===== src/rtl/rtc_irq_pkg.sv =====
package rtc_irq_pkg;
  localparam int STAT_W  = 16;
  localparam int DIV_W   = 10;
  localparam int SW_BIT  = 0;
  localparam int ALM_BIT = 2;
  localparam int HZ1_BIT = 4;
  localparam int HZ2_BIT = 7;
  localparam int FAST_LSB = 8;
  localparam logic [STAT_W-1:0] IMPL_MASK = 16'hFF95;

  // status position of the 2^k Hz rate
  function automatic int rate_pos(input int k);
    if (k == 0) return HZ1_BIT;
    if (k == 1) return HZ2_BIT;
    return FAST_LSB + k - 2;
  endfunction
endpackage


===== src/rtl/rtc_tick_div.sv =====
module rtc_tick_div #(
  parameter int DIV_W = 10
) (
  input  logic             clk_i,
  input  logic             rst_ni,
  input  logic             tick_i,
  output logic [DIV_W-1:0] rate_o
);
  logic [DIV_W-1:0] cnt_q, cnt_nx;
  assign cnt_nx = cnt_q + 1'b1;

  always_ff @(posedge clk_i or negedge rst_ni) begin
    if (!rst_ni)     cnt_q <= '0;
    else if (tick_i) cnt_q <= cnt_nx;
  end

  // rate_o[k] is the 2^k Hz event
  for (genvar k = 0; k < DIV_W; k++) begin : g_rate
    assign rate_o[k] = tick_i && (cnt_nx[DIV_W-1-k:0] == '0);
  end

  for (genvar k = 1; k < DIV_W; k++) begin : g_chk
    assert_slow_implies_fast_R3: assert property (@(posedge clk_i) disable iff (!rst_ni)
      rate_o[k-1] |-> rate_o[k]);
  end

  assert_hold_without_tick_R11: assert property (@(posedge clk_i) disable iff (!rst_ni)
    !tick_i |=> $stable(cnt_q));
  assert_no_rate_without_tick_R11: assert property (@(posedge clk_i) disable iff (!rst_ni)
    !tick_i |-> rate_o == '0);
endmodule


===== src/rtl/rtc_evt_map.sv =====
module rtc_evt_map
  import rtc_irq_pkg::*;
#(
  parameter int DIV_W  = rtc_irq_pkg::DIV_W,
  parameter int STAT_W = rtc_irq_pkg::STAT_W
) (
  input  logic [DIV_W-1:0]  rate_i,
  input  logic              alarm_i,
  input  logic              stopwatch_i,
  output logic [STAT_W-1:0] evt_o
);
  logic [DIV_W-1:0][STAT_W-1:0] part;

  for (genvar k = 0; k < DIV_W; k++) begin : g_map
    assign part[k] = STAT_W'(rate_i[k]) << rate_pos(k);
  end

  always_comb begin
    evt_o = '0;
    for (int k = 0; k < DIV_W; k++) evt_o |= part[k];
    evt_o[ALM_BIT] = alarm_i;
    evt_o[SW_BIT]  = stopwatch_i;
  end
endmodule


===== src/rtl/rtc_irq_regs.sv =====
module rtc_irq_regs
  import rtc_irq_pkg::*;
#(
  parameter int STAT_W = rtc_irq_pkg::STAT_W
) (
  input  logic              clk_i,
  input  logic              rst_ni,
  input  logic [STAT_W-1:0] evt_i,
  input  logic              wr_i,
  input  logic              wsel_i,
  input  logic [STAT_W-1:0] wdata_i,
  output logic [STAT_W-1:0] status_o,
  output logic [STAT_W-1:0] enable_o
);
  logic [STAT_W-1:0] clr, stat_nx;

  assign clr     = (wr_i && !wsel_i) ? wdata_i : '0;
  assign stat_nx = ((status_o & ~clr) | evt_i) & IMPL_MASK;

  always_ff @(posedge clk_i or negedge rst_ni) begin
    if (!rst_ni) begin
      status_o <= '0;
      enable_o <= '0;
    end else begin
      status_o <= stat_nx;
      if (wr_i && wsel_i) enable_o <= wdata_i & IMPL_MASK;
    end
  end

  assert_alarm_sets_R4: assert property (@(posedge clk_i) disable iff (!rst_ni)
    evt_i[ALM_BIT] |=> status_o[ALM_BIT]);
  assert_w1c_alarm_R5: assert property (@(posedge clk_i) disable iff (!rst_ni)
    wr_i && !wsel_i && wdata_i[ALM_BIT] && !evt_i[ALM_BIT] |=> !status_o[ALM_BIT]);
  assert_event_beats_clear_R6: assert property (@(posedge clk_i) disable iff (!rst_ni)
    evt_i[ALM_BIT] && wr_i && !wsel_i && wdata_i[ALM_BIT] |=> status_o[ALM_BIT]);
  assert_pending_holds_R9: assert property (@(posedge clk_i) disable iff (!rst_ni)
    status_o[ALM_BIT] && !(wr_i && !wsel_i && wdata_i[ALM_BIT]) |=> status_o[ALM_BIT]);
  assert_unused_zero_R10: assert property (@(posedge clk_i) disable iff (!rst_ni)
    ((status_o | enable_o) & ~IMPL_MASK) == '0);
endmodule


===== src/rtl/rtc_irq_unit.sv =====
module rtc_irq_unit
  import rtc_irq_pkg::*;
(
  input  logic              clk_i,
  input  logic              rst_ni,
  input  logic              tick_1024_i,
  input  logic              alarm_i,
  input  logic              stopwatch_i,
  input  logic              wr_i,
  input  logic              wsel_i,
  input  logic [STAT_W-1:0] wdata_i,
  output logic [STAT_W-1:0] status_o,
  output logic [STAT_W-1:0] enable_o,
  output logic              irq_o
);
  logic [DIV_W-1:0]  rate;
  logic [STAT_W-1:0] evt;

  rtc_tick_div #(.DIV_W(DIV_W)) u_div (
    .clk_i (clk_i),
    .rst_ni(rst_ni),
    .tick_i(tick_1024_i),
    .rate_o(rate)
  );

  rtc_evt_map #(.DIV_W(DIV_W), .STAT_W(STAT_W)) u_map (
    .rate_i     (rate),
    .alarm_i    (alarm_i),
    .stopwatch_i(stopwatch_i),
    .evt_o      (evt)
  );

  rtc_irq_regs #(.STAT_W(STAT_W)) u_regs (
    .clk_i   (clk_i),
    .rst_ni  (rst_ni),
    .evt_i   (evt),
    .wr_i    (wr_i),
    .wsel_i  (wsel_i),
    .wdata_i (wdata_i),
    .status_o(status_o),
    .enable_o(enable_o)
  );

  assign irq_o = |(status_o & enable_o);

  assert_irq_needs_enable_R8: assert property (@(posedge clk_i) disable iff (!rst_ni)
    (enable_o == '0) |-> !irq_o);
  assert_irq_on_pending_alarm_R8: assert property (@(posedge clk_i) disable iff (!rst_ni)
    status_o[ALM_BIT] && enable_o[ALM_BIT] |-> irq_o);
endmodule


===== config.mk =====
export PLATFORM = sky130hd
export DESIGN_NAME = rtc_irq_unit
export DESIGN_NICKNAME = d
export VERILOG_FILES = /design/src/rtl/rtc_irq_pkg.sv /design/src/rtl/rtc_tick_div.sv /design/src/rtl/rtc_evt_map.sv /design/src/rtl/rtc_irq_regs.sv /design/src/rtl/rtc_irq_unit.sv
export SDC_FILE = /design/constraint.sdc
export NUM_CORES = 1
export LEC_CHECK = 0
export ABC_AREA = 1
export BUFFER_PORTS_ARGS = -buffer_cell sky130_fd_sc_hd__buf_2
export CORE_MARGIN = 4
export CORE_UTILIZATION = 54
export DETAILED_ROUTE_END_ITERATION = 10
export PLACE_DENSITY_LB_ADDON = 0.05
export REMOVE_ABC_BUFFERS = 1
export SKIP_LAST_GASP = 1
export SLEW_MARGIN = 40
export SYNTH_ARGS = -nofsm -noshare
export SYNTH_HDL_FRONTEND = slang
export SYNTH_SLANG_ARGS = --single-unit
export TNS_END_PERCENT = 30

===== constraint.sdc =====
create_clock -name clk_i -period 3 [get_ports clk_i]
set_input_delay 0.9 -clock clk_i [delete_from_list [all_inputs] [get_ports clk_i]]
set_output_delay 0.9 -clock clk_i [all_outputs]
set_load 0.05 [all_outputs]

==> results.txt <==
----------------------------------------------------
[Power and ir drop]
  Reg power frac ... around two fifths
  Total leakage power ... about 1.1 nW
  Part of the total power dissipated in the clock network ... ~16%
  Net switching share of the total power ... a little under half
  Net switching power ... 0.760 mW
  Worst supply voltage drop on vdd ... around 450 uV
  Gate power share ... approximately two fifths
  Internal Dissipation ... 0.852 mW
  Power Dens Cells ... 809 mW/mm^2

[Die]
  Core region area ... 0.00305 sq mm
  Total die area ... 0.00414 sq mm
  Starting utilization of the core area ... a little under three fifths
  Die extent in y ... around 64 um
  Count of boundary I/O pins ... 56
  Die X ... approximately 64 um
  Row Count ... 20

[GRT]
  Via count of the first global-routing pass ... 1363
  Pin count of the biggest net entering global routing ... 35
  Number of antenna violations at the first check in global routing ... 0
  Total routing usage reported by global routing ... between 10% and 20%
  GRT overflow ... 0
  Wire length of the first global-routing pass ... 6.04 mm

[Timing]
  Final TNS setup ... 0 ps
  Final critical-path required period ... 2370 ps
  Part of the cycle the worst path needs ... 79.0%
  Final worst clock skew ... 10.2 ps
  Setup-failing EPs final ... 0
  Max Clk Rate ... 422 MHz
  Setup repair after global routing missed its margin ... no
  Worst rel slew slack ... 56.8%
  Total count of max-transition violations in the final report ... 0
  Hold Fails Final Rpt ... 0
  Slew at the pin closest to its max-slew limit ... 647 ps

[Synthesis]
  Biggest area contributors in the synthesized netlist ... sky130_fd_sc_hd__dfrtp_1 (50%), sky130_fd_sc_hd__nand2_1 (15%), sky130_fd_sc_hd__o21ai_0 (9.3%)
  Proportion of synthesized chip area in sequential cells ... 49.6%
  Dominant register cell in the synthesized netlist ... sky130_fd_sc_hd__dfrtp_1
  Post-synth ARST share ... 100%
  Number of cells produced by synthesis ... 213
  Number of unique standard cell types used by synthesis ... 24
  Mean Syn Cell Area ... 8.05 sq um
  Cell area after technology mapping ... 0.00171 sq mm
  EDFF count, synth ... 0
  Most instantiated cells after synthesis ... sky130_fd_sc_hd__nand2_1 (67), sky130_fd_sc_hd__dfrtp_1 (34), sky130_fd_sc_hd__o21ai_0 (32)
  Count of synthesis-stage warnings from yosys ... 0
  Portion of synthesized cell area occupied by the leading cell type ... 49.6%
  Most numerous cell in the Yosys netlist ... sky130_fd_sc_hd__nand2_1
  Synthesized flop and latch total ... 34
  Synth area leader ... sky130_fd_sc_hd__dfrtp_1

[Finish]
  Antenna diode count ... 0
  Synthesis-to-layout area growth ... 16.3%
  Finished Layout Cells ... 302
  Final design area excluding fillers ... roughly 0.002 sq mm
  Post-layout nets ... 282
  Share of final-layout standard cells stronger than drive strength 1 ... 24.8%
  Fin util ... 65.3%
  Final-layout fill cell count ... 299

[Place]
  Placed cell count ... 294
  Total of buffers placed on input and output ports ... 43
  Final Wtd Congestion ... 0.812
  HPWL reported at the end of detailed placement ... 2.60 mm
  Cell area reported after detailed placement ... ~0.0019 sq mm

[Drt]
  Violation count after the first detailed-routing iteration ... 71
  DRT Pass-1 Iters ... 4
  Vias after detailed routing ... between 1000 and 1500
  WL final ... 3.48 mm
  Number of design rule violations left after detail routing ... 0
  Avg Vias per Cell ... 4.75
  Routed length per placed instance ... 11.5 um
  Antenna violation net count after detailed routing ... 0

[CTS]
  Cts bufs inserted ... 5
  Number of buffers between clock root and the deepest sink ... 2
  Clock-pin slew of the registers on the worst-case setup and hold paths ... around 110 ps
  Sink count of the clock tree ... 34
  H-tree Lvls ... 2
  Post-CTS Setup Inserts ... 0
  Post-CTS Hold Fix Bufs ... 0
  Buffer type at the clock tree root ... sky130_fd_sc_hd__clkbuf_4
  CTS tree ... yes
  Post-cts repair resize count ... 0
  Skew-Pair Late Insertion Delay ... about 340 ps

[Run status]
  Run status ... completed

[Critical path]
  Startpoint Class ... flop
  Req. time, crit path ... 2100 ps
  Largest driver fanout on the critical path ... 3
  Critical Path AT ... about 1500 ps
  Crit path capture type ... primary output
  Critical path type ... flop to primary output

[Min path]
  Worst min-delay path category ... primary input to asynchronous set/reset pin

[Run]
  Maximum capacitance violations ... 0

----------------------------------------------------
routing by layer:
metal	track usage (%)	routed length [um]
met4	5.54	44
met1	23.9	1610
met3	6.33	234
met5	0	0
met2	30.7	1590
critical path, stage by stage, from the launching register on:
cell and delay (ps):
sky130_fd_sc_hd__dfrtp_1 400, sky130_fd_sc_hd__nand2_1 80, sky130_fd_sc_hd__nand2_1 60, sky130_fd_sc_hd__a221oi_1 260, sky130_fd_sc_hd__nand3_1 100, sky130_fd_sc_hd__buf_2 220
power groups by stage:
stage	registers (mW)	clock network [mW]	logic, mW
floorplan	0.896	0	0.294
global placement	0.682	0	0.667
detailed placement	0.685	0	0.675
CTS	0.676	0.275	0.677
global route	0.698	0.295	0.736
finish	0.678	0.264	0.670
placed cells by master (no fill, tap or decap), drive strengths merged:
cell    instances
dfrtp          34
a221oi          3
nand4           1
a31oi           1
conb            8
buf            43
nand2          72
nand3b          1
nand3           8
nor2           11
clkinv          1
xor2            3
inv            29
ha              2
o21ai          34
clkbuf          7
path summary, 6_finish.rpt:
check | from | end | slack [ps] | cells after the start
max | u_regs.enable_o[9] | irq_o | 630 | 5
min | rst_ni | u_regs.status_o[0] | 490 | 1
max reg2reg | u_div.cnt_q[0] | u_regs.status_o[7] | 1420 | 10
min reg2reg | u_regs.enable_o[12] | u_regs.enable_o[12] | 520 | 2
max in group asynchronous | rst_ni | u_regs.enable_o[7] | 2190 | 1
min in group clk_i | u_regs.enable_o[12] | u_regs.enable_o[12] | 520 | 2
per-stage QoR:
| stage | hold slack [ps] | worst slack, ps | power [mW] |
|---|---|---|---|
| detailed placement | 499 | 958 | 1.36 |
| CTS | 523 | 614 | 1.63 |
| finish | 492 | 631 | 1.61 |
| global route | 501 | 512 | 1.73 |
| global placement | 486 | 983 | 1.35 |
| floorplan | 528 | 729 | 1.19 |
cells by family after synthesis:
logic type / share of synthesized area [%]
AND/OR/NAND/NOR: 23.6
buffers and inverters: 11.0
AO/OA/AOI/OAI: 12.0
adder cells (fa/ha/maj): 1.46
XOR/XNOR: 1.97
flip-flops: 49.6
other: 0.219
layout make-up:
class,count,area [sq um],area share [%]
multi-input combinational,144,701,35.2
timing repair buffer,43,218,10.9
tap,44,55.1,2.76
clock buffer,7,55.1,2.76
inverter,29,109,5.46
clock inverter,1,5.00,0.251
sequential,34,851,42.7
registers in the layout, summed over array words and instances, names as in the netlist:
register	flops
u_regs.status_o	12
u_div.cnt_q	10
u_regs.enable_o	12
Power figures use the tool's default switching activity.
